[src/rtl/nco_hop_pkg.sv]
package nco_hop_pkg;

  localparam int unsigned NCO_FCW_W = 48;
  localparam int unsigned NCO_PH_W  = 19;
  localparam int unsigned NCO_COUNT = 2;

  typedef enum logic {
    HOP_SRC_PIN = 1'b0,
    HOP_SRC_SW  = 1'b1
  } hop_src_e;

  typedef enum logic {
    HOP_MODE_FROZEN   = 1'b0,
    HOP_MODE_COHERENT = 1'b1
  } hop_mode_e;

endpackage

[src/rtl/nco_rst_sync.sv]
module nco_rst_sync (
  input  logic clk,
  input  logic rst_n_i,
  output logic rst_n_o
);

  logic [1:0] sync_q;

  always_ff @(posedge clk or negedge rst_n_i) begin
    if (!rst_n_i) begin
      sync_q <= 2'b00;
    end else begin
      sync_q <= {sync_q[0], 1'b1};
    end
  end

  assign rst_n_o = sync_q[1];

endmodule

[src/rtl/nco_cfg_stage.sv]
module nco_cfg_stage #(
  parameter int unsigned W = 48
) (
  input  logic         clk,
  input  logic         rst_n,
  input  logic         load_i,
  input  logic [W-1:0] d_i,
  output logic [W-1:0] q_o
);

  logic [W-1:0] val_q;
  logic [W-1:0] val_d;

  always_comb begin
    val_d = val_q;
    if (load_i) begin
      val_d = d_i;
    end
  end

  always_ff @(posedge clk or negedge rst_n) begin
    if (!rst_n) begin
      val_q <= '0;
    end else begin
      val_q <= val_d;
    end
  end

  assign q_o = val_q;

endmodule

[src/rtl/nco_phase_acc.sv]
module nco_phase_acc #(
  parameter int unsigned FCW_W = 48,
  parameter int unsigned PH_W  = 19
) (
  input  logic             clk,
  input  logic             rst_n,
  input  logic             clr_i,
  input  logic [FCW_W-1:0] fcw_i,
  output logic [PH_W-1:0]  top_o
);

  localparam int unsigned TOP_LSB = FCW_W - PH_W;

  logic [FCW_W-1:0] acc_q;
  logic [FCW_W-1:0] acc_d;

  always_comb begin
    if (clr_i) begin
      acc_d = '0;
    end else begin
      acc_d = acc_q + fcw_i;
    end
  end

  always_ff @(posedge clk or negedge rst_n) begin
    if (!rst_n) begin
      acc_q <= '0;
    end else begin
      acc_q <= acc_d;
    end
  end

  assign top_o = acc_q[FCW_W-1:TOP_LSB];

endmodule

[src/rtl/nco_hop_ctrl.sv]
module nco_hop_ctrl
  import nco_hop_pkg::*;
(
  input  logic clk,
  input  logic rst_n,
  input  logic mode_i,
  input  logic src_i,
  input  logic pin_sel_i,
  input  logic sw_sel_i,
  output logic sel_o
);

  hop_mode_e mode;
  hop_src_e  src;
  logic      sel_q;
  logic      sel_d;

  assign mode = hop_mode_e'(mode_i);
  assign src  = hop_src_e'(src_i);

  always_comb begin
    sel_d = sel_q;
    if (mode == HOP_MODE_COHERENT) begin
      sel_d = (src == HOP_SRC_SW) ? sw_sel_i : pin_sel_i;
    end
  end

  always_ff @(posedge clk or negedge rst_n) begin
    if (!rst_n) begin
      sel_q <= 1'b0;
    end else begin
      sel_q <= sel_d;
    end
  end

  assign sel_o = sel_q;

endmodule

[src/rtl/nco_hop_pair.sv]
module nco_hop_pair
  import nco_hop_pkg::*;
#(
  parameter int unsigned FCW_W = NCO_FCW_W,
  parameter int unsigned PH_W  = NCO_PH_W
) (
  input  logic             clk,
  input  logic             rst_n,
  input  logic [FCW_W-1:0] fcw0_i,
  input  logic [FCW_W-1:0] fcw1_i,
  input  logic [PH_W-1:0]  poff0_i,
  input  logic [PH_W-1:0]  poff1_i,
  input  logic             hop_gpio_i,
  input  logic             hop_sw_i,
  input  logic             hop_src_i,
  input  logic             hop_mode_i,
  input  logic             acc_clr_i,
  input  logic             upd_i,
  output logic [PH_W-1:0]  phase_o
);

  localparam int unsigned N = NCO_COUNT;

  logic                      rst_n_s;
  logic [N-1:0][FCW_W-1:0]   fcw_stage;
  logic [N-1:0][PH_W-1:0]    poff_stage;
  logic [N-1:0][FCW_W-1:0]   fcw_act;
  logic [N-1:0][PH_W-1:0]    poff_act;
  logic [N-1:0][PH_W-1:0]    acc_top;
  logic                      hop_sel_q;

  assign fcw_stage[0]  = fcw0_i;
  assign fcw_stage[1]  = fcw1_i;
  assign poff_stage[0] = poff0_i;
  assign poff_stage[1] = poff1_i;

  nco_rst_sync u_rst (
    .clk     (clk),
    .rst_n_i (rst_n),
    .rst_n_o (rst_n_s)
  );

  for (genvar k = 0; k < N; k++) begin : g_nco
    nco_cfg_stage #(.W(FCW_W)) u_fcw (
      .clk    (clk),
      .rst_n  (rst_n_s),
      .load_i (upd_i),
      .d_i    (fcw_stage[k]),
      .q_o    (fcw_act[k])
    );

    nco_cfg_stage #(.W(PH_W)) u_poff (
      .clk    (clk),
      .rst_n  (rst_n_s),
      .load_i (upd_i),
      .d_i    (poff_stage[k]),
      .q_o    (poff_act[k])
    );

    nco_phase_acc #(.FCW_W(FCW_W), .PH_W(PH_W)) u_acc (
      .clk   (clk),
      .rst_n (rst_n_s),
      .clr_i (acc_clr_i),
      .fcw_i (fcw_act[k]),
      .top_o (acc_top[k])
    );
  end

  nco_hop_ctrl u_hop (
    .clk       (clk),
    .rst_n     (rst_n_s),
    .mode_i    (hop_mode_i),
    .src_i     (hop_src_i),
    .pin_sel_i (hop_gpio_i),
    .sw_sel_i  (hop_sw_i),
    .sel_o     (hop_sel_q)
  );

  always_comb begin
    phase_o = acc_top[hop_sel_q] + poff_act[hop_sel_q];
  end

endmodule

[config.mk]
export PLATFORM = sky130hd
export DESIGN_NAME = nco_hop_pair
export DESIGN_NICKNAME = d
export VERILOG_FILES = /design/src/rtl/nco_hop_pkg.sv /design/src/rtl/nco_rst_sync.sv /design/src/rtl/nco_cfg_stage.sv /design/src/rtl/nco_phase_acc.sv /design/src/rtl/nco_hop_ctrl.sv /design/src/rtl/nco_hop_pair.sv
export SDC_FILE = /design/constraint.sdc
export NUM_CORES = 1
export LEC_CHECK = 0
export ABC_AREA = 1
export BUFFER_PORTS_ARGS = -buffer_cell sky130_fd_sc_hd__buf_4
export CORE_ASPECT_RATIO = 0.75
export CORE_MARGIN = 2
export CORE_UTILIZATION = 40
export CTS_BUF_LIST = sky130_fd_sc_hd__clkbuf_16
export DETAILED_ROUTE_END_ITERATION = 8
export GPL_TIMING_DRIVEN = 0
export PLACE_DENSITY = 0.54
export SYNTH_ARGS = -nofsm -noshare
export SYNTH_HDL_FRONTEND = slang
export SYNTH_SLANG_ARGS = --single-unit
export TNS_END_PERCENT = 10
[constraint.sdc]
create_clock -name clk -period 7.94 [get_ports clk]
set_clock_uncertainty 0.15 [all_clocks]
set_input_delay 1.588 -clock clk [delete_from_list [all_inputs] [get_ports clk]]
set_output_delay 1.588 -clock clk [all_outputs]
set_load 0.01 [all_outputs]
==> results of run 1 <==
==> state kept, by name (all words and copies together), names as in the netlist <==
name,count
u_hop.sel_o,1
g_nco.u_acc.acc_q,96
g_nco.u_fcw.q_o,96
g_nco.u_poff.q_o,38
u_rst.sync_q,2
==> final cells by class <==
type,count,area [um2]
Clock inverter,22,140
Timing Repair Buffer,161,1270
Multi-Input combinational cell,1817,9970
Fill cell,4545,23000
Sequential cell,233,5830
Clock buffer,27,676
Buffer,35,166
Tap cell,578,723
Inverter,497,1870
==> Yosys cell counts, types with 4 or more instances <==
cell type,instances
a21oi_1,133
buf_2,17
clkbuf_1,13
clkinv_1,4
dfrtp_1,233
ha_1,112
inv_1,469
inv_2,24
mux2_2,116
nand2_1,852
nand2_2,62
nand3_1,82
nand3_2,22
nand4_1,20
nor2_1,196
nor2_2,51
nor2_4,16
nor3_1,8
nor3_2,4
o21ai_0,81
o21bai_1,8
xnor2_1,14
xor2_1,13
==> through the flow <==
stage / setup slack, ns / cells / utilization [%] / TNS (ns) / cell area [um2]
floorplan: 0.816 / 2582 / - / 0 / 17800
global placement: -2.37 / 3318 / 45.2 / -540.27 / 19700
detailed placement: 2.72 / 3321 / 45.4 / 0 / 19800
CTS: 2.08 / 3370 / 47.3 / 0 / 20600
global route: 1.77 / 3370 / 47.3 / 0 / 20600
finish: 2.07 / 3370 / 47.3 / 0 / 20600
==> report_power, final <==
group          total [uW]  internal, uW  switching, uW
logic                3930          1330           2590
registers            1640          1470            179
clock network        1180           650            532
total                6750          3450           3300
==> cell usage in the layout, fill, tap and decap left out, types with 8 or more instances in the layout <==
master     count
xnor2_1       14
dfrtp_1      232
mux2_2       116
nand3_1       82
nand2_1      852
o21ai_0       81
nand2_2       62
clkbuf_1      13
buf_4        159
xor2_1        13
o21bai_1       8
clkbuf_16     27
buf_2         17
a21oi_1      133
nor2_1       196
nor3_1         8
nor2_2        51
nand4_1       20
ha_1         112
nand3_2       22
inv_2         24
inv_1        480
nor2_4        16
==> worst register-to-register path: stages (launching register included) <==
cell and delay (ns):
dfrtp_1 0.38, ha_1 0.25, fa_1 0.47, nand3_1 0.13
nand3_2 0.13, nand3_1 0.10, nand3_1 0.22, nand2_1 0.17
nand3_1 0.08, nand2_1 0.06, inv_1 0.04, nor2_1 0.27
==> metal layers <==
metal  up-vias  share of wire, %  global-route usage [%]
met5         -                 0                       0
met4         0               1.6                    3.75
met2       314                43                    36.2
met1      7468                50                    35.4
met3        45               4.6                    2.58
li1       8334                 -                       -
==> cells by family (layout without fill, tap and decap cells) <==
kind of cell | Yosys count | in the layout | synth area share, %
xor gates and xnor gates | 27 | 27 | 1.33
AOI/OAI and AO/OA | 233 | 233 | 6.79
DFF | 233 | 233 | 32.7
adders and majority gates | 115 | 115 | 8.19
and+or+nand+nor | 1325 | 1325 | 32.3
muxes | 116 | 116 | 7.32
other | 1 | 1 | 0.0210
buffers and inverters | 532 | 742 | 11.4
==> worst paths after layout <==
path | from | end | depth (start not counted) | slack [ns]
worst max-delay path | u_hop.sel_o | phase_o[17] | 16 | 2.07
max in group asynchronous | u_rst.sync_q[1] | g_nco[0].u_acc.acc_q[14] | 2 | 6.28
worst max register to register | g_nco[1].u_fcw.q_o[0] | g_nco[1].u_acc.acc_q[44] | 11 | 5.34
min in group asynchronous | u_rst.sync_q[1] | g_nco[1].u_acc.acc_q[36] | 0 | 0.21
worst min register to register | u_rst.sync_q[0] | u_rst.sync_q[1] | 0 | 0.20
worst min-delay path | u_rst.sync_q[0] | u_rst.sync_q[1] | 0 | 0.20
==> impl_metrics.toml, run 1 <==
[drt]
antenna_left = 0
drc_errors = 0
vias_per_cell = 4.80
routedWlPerCell_um = 15.8
num_vias = 16200
dr.first_iter.drc_count = 1045
first_pass_iters = 7
wirelength_mm = 53.4

[critical_path]
cp_num_buf_inv = 5
worstPathRequired_ns = 6.20
crit_type = "reg2out"
slowest_delay_ns = 0.52
crit_slowest_cell = "o21ai_0"
worstPathCellList = "clkbuf_1 > inv_1 > buf_2 > buf_1 > nand2_1 > nand2_1 > ha_1 > nand2_1 > nor2_1 > nand4_1 > o21ai_0 > nand3_1 > nand2_1 > nand2_1 > nand2_1 > buf_4"
cp_top_family = "buffers and inverters"
cpMostUsedCell = "nand2_1"
cp-start-kind = "flip-flop"
arrival_ns = 4.14
cp-end-kind = "output port"
crit_fanout = 10

[pwr]
p_per_area_mw_per_mm2 = 327
leakagePower_uw = 0.0114
finalPower_uw = 6750
peakVddDrop_v = 0.000179

[clocking]
post_cts_resized = 0
cts-hold-fix-buffers = 0
postCtsSetupRepairBufs = 0
clk_pin_slew_ns = 0.06
cts.sinks = 233
cts_buffers = 27
cts_root_buffer = "clkbuf_16"
tritoncts = "done"
htree_levels = 1
insertion_delay_ns = 0.57
clockBufferDepth = 3

[yosys]
yosysUniqueCellTypes = 39
postSynthAreaPerCell_um2 = 6.91
synth_top_area_share_pct = 32.7
syn_inst = 2582
ys.flop_type = "dfrtp_1"
synth-edff-count = 0
synth_nets = 2839
yosys_warnings = 0
synth_area_mm2 = 0.0178
synth-seq-cells = 233
netlist_top_cells_area = "dfrtp_1 (33%), nand2_1 (18%), inv_1 (9.9%), ha_1 (7.9%), mux2_2 (7.3%)"
synth_top_cell_by_area = "dfrtp_1"
ys_seq_area_share_pct = 32.7
synthArstFlopShare_pct = 100

[layout]
drive_gt1_share_pct = 18.5
final_nets = 3029
syn_to_final_growth_pct = 15.8
diodes = 0

[floorplanning]
start_util_pct = 40.8
dieHeight_um = 187
dieArea_mm2 = 0.0463
fp.coreArea_mm2 = 0.0437
die_x_um = 248
row_count = 66
top_level_ports = 161

[grt]
grt_pass1_vias = 15700
grt_antenna_before_repair = 2
grt_max_degree = 65
grt_pass1_wl_mm = 85.0
grt_usage_pct = 23.4
grt_overflow = 0

[place]
port_buffers = 158
dp.final_hpwl_mm = 44.4
gp_congestion = 0.937

[flow_run]
drv_cap = 0

[timing]
tightest_slew_ns = 1.08
relSlewSlack_pct = 27.7
min_period_ns = 5.87
fmax_mhz = 170
hold_slack_ns = 0.197
fin_crit_sh_pct = 74.0
finalHoldViolCount = 0
rsz0062_at_grt = "no"
finalMaxSlewViolations = 0
setup_viol = 0

[run_status]
status = "finished clean"

[worst_hold_path]
hp-class = "reg2reg"
(Power assumes the default switching activity.)
==> run 2: changes to the inputs <==
--- a/config.mk
+++ b/config.mk
@@ -5,7 +5,7 @@
 export SDC_FILE = /design/constraint.sdc
 export NUM_CORES = 1
 export LEC_CHECK = 0
-export ABC_AREA = 1
+export ABC_AREA = 0
 export BUFFER_PORTS_ARGS = -buffer_cell sky130_fd_sc_hd__buf_4
 export CORE_ASPECT_RATIO = 0.75
 export CORE_MARGIN = 2
@@ -13,7 +13,7 @@
 export CTS_BUF_LIST = sky130_fd_sc_hd__clkbuf_16
 export DETAILED_ROUTE_END_ITERATION = 8
 export GPL_TIMING_DRIVEN = 0
-export PLACE_DENSITY = 0.54
+export PLACE_DENSITY = 0.57
 export SYNTH_ARGS = -nofsm -noshare
 export SYNTH_HDL_FRONTEND = slang
 export SYNTH_SLANG_ARGS = --single-unit
==> constraint.sdc (replaced) <==
create_clock -name clk -period 4.77 [get_ports clk]
set_clock_uncertainty 0.15 [all_clocks]
set_input_delay 0.954 -clock clk [delete_from_list [all_inputs] [get_ports clk]]
set_output_delay 0.954 -clock clk [all_outputs]
set_load 0.01 [all_outputs]
==> impl_metrics.toml, run 2 <==
[yosys]
synth_nets = 1696
synth_top_area_share_pct = 39.9
synthArstFlopShare_pct = 100
synth-seq-cells = 233
synthSimpleGateAreaFrac_pct = 12.0
synth_top_cell_by_area = "dfrtp_1"
synth-edff-count = 0
ys.flop_type = "dfrtp_1"
synth-xor-area-share_pct = 5.81
postSynthAreaPerCell_um2 = 10.2
synth.most_common_cell = "dfrtp_1"
netlist_top_cells_area = "dfrtp_1 (40%), mux2_2 (13%), ha_1 (9.6%), a21oi_1 (4.2%), xnor2_1 (3.5%)"
synth_fa_ha_area_share_pct = 10.0
synthTopCellsByCount = "dfrtp_1 (233), mux2_2 (172), nor2_1 (126)"
synth_top_family_by_area = "compound AO/OA/AOI/OAI gates"
syn_inst = 1439
synth_area_mm2 = 0.0146
yosys_warnings = 0
synth-compound-area-share_pct = 16.4
ys_seq_area_share_pct = 39.9
yosysUniqueCellTypes = 78
synthMuxAreaShare_pct = 13.5

[clocking]
insertion_delay_ns = 0.56
cts_root_buffer = "clkbuf_16"
htree_levels = 1
clockBufferDepth = 3
cts.sinks = 233
tritoncts = "done"
cts_buffers = 27
clk_pin_slew_ns = 0.06

[timing]
fin_crit_sh_pct = 98.6
finalHoldViolCount = 0
finalMaxSlewViolations = 0
setup_slack_ns = 0.0657
fmax_mhz = 213
tightest_slew_ns = 0.887
rsz0062_at_grt = "yes"
min_period_ns = 4.70
relSlewSlack_pct = 40.9
setup_viol = 0

[critical_path]
cp-start-kind = "flip-flop"
crit_type = "reg2out"
crit_fanout = 4
arrival_ns = 3.60
cp-end-kind = "output port"
worstPathRequired_ns = 3.67

[floorplanning]
fp.coreArea_mm2 = 0.0360
dieHeight_um = 170
die_x_um = 225
row_count = 60
top_level_ports = 161
start_util_pct = 40.6
dieArea_mm2 = 0.0381

[pwr]
peakVddDrop_v = 0.000303
leakagePower_uw = 0.00796
p_per_area_mw_per_mm2 = 580
finalPower_uw = 10100

[layout]
multi_input_area_mm2 = 0.00850
final_common_cell = "dfrtp_1"
drive_gt1_share_pct = 25.3
mostFrequentLayoutCells = "dfrtp_1 (231), mux2_2 (170), buf_4 (169)"
final_nets = 1896
final_cells = 2121
seq_area_mm2 = 0.00584
syn_to_final_growth_pct = 19.3
fillCellCount = 3404

[flow_run]
drv_cap = 0

[grt]
grt_max_degree = 69
grt_antenna_before_repair = 2
grt_usage_pct = 20.6
grt_pass1_wl_mm = 62.1
grt_overflow = 0
grt_pass1_vias = 11200

[drt]
num_vias = 11600
vias_per_cell = 5.46
antenna_left = 0
routedWlPerCell_um = 18.5
wirelength_mm = 39.3
first_pass_iters = 7
drc_errors = 0
dr.first_iter.drc_count = 713

[place]
gp_congestion = 0.865
port_buffers = 159
pre_cts_slack_ns = -0.880
dp_cells = 2066
dp.final_hpwl_mm = 30.0

[worst_hold_path]
hp-class = "in2async"

[run_status]
status = "finished clean"
-- run 2: cell count changes after synthesis, sizes merged, moves of 45 or more --
cell	delta
mux2	+58
nand2	-844
nor2	-136
xnor2	+45
clkbuf	+50
a21o	+52
nand3	-68
inv	-468
-- run 2: repair_timing --
action	in CTS	in global routing
resized for setup	21	10
setup endpoints to repair	11	7
buffers inserted	8	2
hold buffers	0	0
cloned	0	0
pin swaps	14	8
-- run 2: critical path, cell delays in order (launching register included) --
cell and delay [ns]:
dfrtp_2 0.44, buf_8 0.15, mux2_4 0.33, ha_4 0.17
fa_2 0.33, a21o_1 0.18, a21oi_2 0.19, o21ai_2 0.10
o41ai_4 0.25, o211ai_1 0.18, a31o_2 0.27, a21oi_2 0.17
xnor2_2 0.14, buf_4 0.15
-- run 2: kinds of logic after synthesis --
| family | count (synthesis) |
|---|---|
| buffers and inverters | 95 |
| adder cells (fa/ha/maj) | 115 |
| AND/OR/NAND/NOR | 364 |
| AO/OA/AOI/OAI | 359 |
| flip-flops | 233 |
| XOR/XNOR | 97 |
| other | 1 |
| multiplexers | 175 |
-- run 2: layout make-up --
type                       instances  area share [%]
tap                              465            3.34
clock buffer                      27            3.88
timing repair buffer             172            7.77
antenna                            2          0.0287
multi-input combinational       1111            48.8
buffer                            69            1.65
inverter                          25           0.538
clock inverter                    17           0.538
sequential                       233            33.5
-- run 2: stage by stage --
stage               setup TNS, ns  hold WS [ns]  instance area, um2  util [%]
finish                          0        0.0261               17400      48.5
global route              -0.0727        0.0152               17400      48.5
CTS                       -0.0431       0.00731               17400      48.3
detailed placement          -3.34         0.188               16500      45.8
global placement          -191.64         0.186               16400      45.6
floorplan                       0         0.181               14600         -
-- run 2: path summary, 6_finish.rpt --
check,from,end,slack [ns],cells past startpoint
max,u_hop.sel_o,phase_o[16],0.07,13
min,rst_n,u_rst.sync_q[1],0.03,1
max reg2reg,g_nco[0].u_fcw.q_o[0],g_nco[0].u_acc.acc_q[42],1.08,11
min reg2reg,u_rst.sync_q[1],g_nco[1].u_acc.acc_q[36],0.17,0
max in group asynchronous,u_rst.sync_q[1],g_nco[0].u_acc.acc_q[19],3.57,1
min in group clk,u_rst.sync_q[0],u_rst.sync_q[1],0.20,0
-- run 2: where the power goes --
part / total [uW] / leakage (uW) / switching [uW] / internal (uW)
Clock: 1900 / 0.000409 / 839 / 1060
Sequential: 2710 / 0.00283 / 279 / 2430
Combinational: 5500 / 0.00472 / 3110 / 2390
Total: 10100 / 0.00796 / 4220 / 5880
-- run 2: routing by layer --
| metal | vias to the layer above | share of wire (%) | GRT usage, % | wire length, um |
|---|---|---|---|---|
| li1 | 5634 | - | - | - |
| met2 | 259 | 40 | 29.4 | 15900 |
| met1 | 5642 | 53 | 32.2 | 20700 |
| met4 | 0 | 2.3 | 5.07 | 903 |
| met5 | - | 0 | 0 | 0 |
| met3 | 45 | 4.6 | 3.22 | 1810 |
==> run 3: changes to the inputs <==
--- a/config.mk
+++ b/config.mk
@@ -5,7 +5,7 @@
 export SDC_FILE = /design/constraint.sdc
 export NUM_CORES = 1
 export LEC_CHECK = 0
-export ABC_AREA = 0
+export ABC_AREA = 1
 export BUFFER_PORTS_ARGS = -buffer_cell sky130_fd_sc_hd__buf_4
 export CORE_ASPECT_RATIO = 0.75
 export CORE_MARGIN = 2
==> impl_metrics.toml, run 3 (synthesis results as in run 1) <==
[run_status]
status = "finished clean"

[grt]
grt_pass1_wl_mm = 84.6
grt_overflow = 0
grt_max_degree = 68
grt_antenna_before_repair = 0
grt_usage_pct = 23.3
grt_pass1_vias = 15900

[layout]
final_cells = 3367
final_nets = 3027
fillCellCount = 4489
seq_area_mm2 = 0.00584
diodes = 0
multi_input_area_mm2 = 0.00998
drive_gt1_share_pct = 18.8
syn_to_final_growth_pct = 16.0
final_common_cell = "nand2_1"
mostFrequentLayoutCells = "nand2_1 (852), inv_1 (473), dfrtp_1 (231)"
postLayoutCellArea_mm2 = 0.0207

[clocking]
postCtsSetupRepairBufs = 0
clockBufferDepth = 3
insertion_delay_ns = 0.56
tritoncts = "done"
clk_pin_slew_ns = 0.06
cts_root_buffer = "clkbuf_16"
cts.sinks = 233
cts_buffers = 26
htree_levels = 1

[pwr]
p_seq_share_pct = 24.2
finalPower_uw = 11300
p_clk_share_pct = 18.1
peakVddDrop_v = 0.000304
p_sw_share_pct = 48.4
power_frac_comb_pct = 57.7
power_switching_uw = 5480
p_per_area_mw_per_mm2 = 547
p_int_uw = 5840
leakagePower_uw = 0.0114

[drt]
routedWlPerCell_um = 15.8
first_pass_iters = 6
dr.first_iter.drc_count = 1033
vias_per_cell = 4.81
num_vias = 16200
drc_errors = 0
antenna_left = 0
wirelength_mm = 53.3

[place]
port_buffers = 158
dp.final_hpwl_mm = 44.2
pre_cts_slack_ns = 0.237
place_area_mm2 = 0.0198
gp_congestion = 0.949
dp_cells = 3321

[timing]
tightest_slew_ns = 0.916
hold_slack_ns = 0.215
relSlewSlack_pct = 38.9
rsz0062_at_grt = "no"
setup_slack_ns = 0.250
finalHoldViolCount = 0
setup_viol = 0
finalMaxSlewViolations = 0
min_period_ns = 4.52
fin_crit_sh_pct = 94.8
fmax_mhz = 221

[critical_path]
crit_type = "reg2out"
crit_start = "u_hop.sel_o"
arrival_ns = 3.42
cp-end-kind = "output port"
r2r_slack_ns = 2.18
r2r_cells = 11
crit_fanout = 19
worstPathRequired_ns = 3.67
r2r-end = "g_nco[0].u_acc.acc_q[28]"
cp-start-kind = "flip-flop"
r2r-start = "g_nco[0].u_fcw.q_o[0]"

[worst_hold_path]
worstHoldStart = "u_rst.sync_q[0]"
hold_depth = 0
hp-class = "reg2reg"
whs_endpoint = "u_rst.sync_q[1]"

[floorplanning]
dieHeight_um = 187
fp.coreArea_mm2 = 0.0437
dieArea_mm2 = 0.0463
top_level_ports = 161
die_x_um = 248
row_count = 66
start_util_pct = 40.8

[flow_run]
drv_cap = 0
## run 3: cell count changes in the layout (fill, tap and decap cells not counted), moves of 27 or more
| cell | delta |
|---|---|
| nand2_1 | +779 |
| inv_1 | +440 |
| nor2_1 | +70 |
| nand2_2 | +62 |
| mux2_2 | -54 |
| clkbuf_1 | -52 |
| a21o_1 | -51 |
| nor2_2 | +50 |
| nand3_1 | +46 |
| xnor2_1 | -44 |
| nor2b_1 | -29 |
| o21ai_0 | +27 |
## run 3: layout make-up
cell class | instances | area share, %
well taps | 578 | 3.50
clock buffers | 27 | 3.27
multi-input cells | 1817 | 48.2
flip-flops and latches | 233 | 28.2
clock inverters | 20 | 0.822
repair buffers | 162 | 6.18
inverters | 497 | 9.02
plain buffers | 33 | 0.792
## run 3: power groups by stage
stage | logic, uW | registers (uW) | clock network, uW
after floorplan | 4650 | 2650 | 0
after global placement | 6370 | 2790 | 0
after detailed placement | 6470 | 2780 | 0
after CTS | 6500 | 2740 | 2120
after global routing | 7380 | 2790 | 2200
final | 6530 | 2740 | 2050
## run 3: worst max path at each step
stage | to | slack [ns]
after floorplan | g_nco[0].u_acc.acc_q[0] | 0.79
after global placement | g_nco[0].u_acc.acc_q[13] | -0.89
after detailed placement | phase_o[17] | 0.24
after CTS | phase_o[17] | 0.03
final | phase_o[11] | 0.25
after global routing | phase_o[11] | 0.005
## run 3: through the flow
stage	utilization (%)	TNS [ns]
after floorplan	-	0
after global placement	45.2	-198.30
after detailed placement	45.4	0
after CTS	47.3	0
after global routing	47.4	0
final	47.4	0
## run 3: routing by layer
metal / GRT usage, % / wire, um / up-vias
met5: 0 / 0 / -
met3: 2.53 / 2600 / 57
li1: - / - / 8323
met1: 34.7 / 26600 / 7477
met2: 36.4 / 22900 / 354
met4: 4.68 / 1160 / 0
## run 3: what timing repair did
action | CTS | global route
pin swaps | 0 | 0
cloned | 0 | 0
setup endpoints to repair | 11 | 11
hold buffers | 1 | 0
endpoints found under the hold margin | 2 | 0
gates resized for setup | 3 | 7
## run 3: worst max-delay path: stages, from the launching register on
cell and delay, ns:
dfrtp_2 0.51, inv_1 0.12, buf_2 0.35, nand2_1 0.10, nand2_1 0.08, ha_1 0.30, a21oi_1 0.24, nand2_1 0.12
a21boi_1 0.32, o21ai_1 0.23, nand2_1 0.11, nand2_1 0.06, xor2_1 0.17, buf_4 0.15
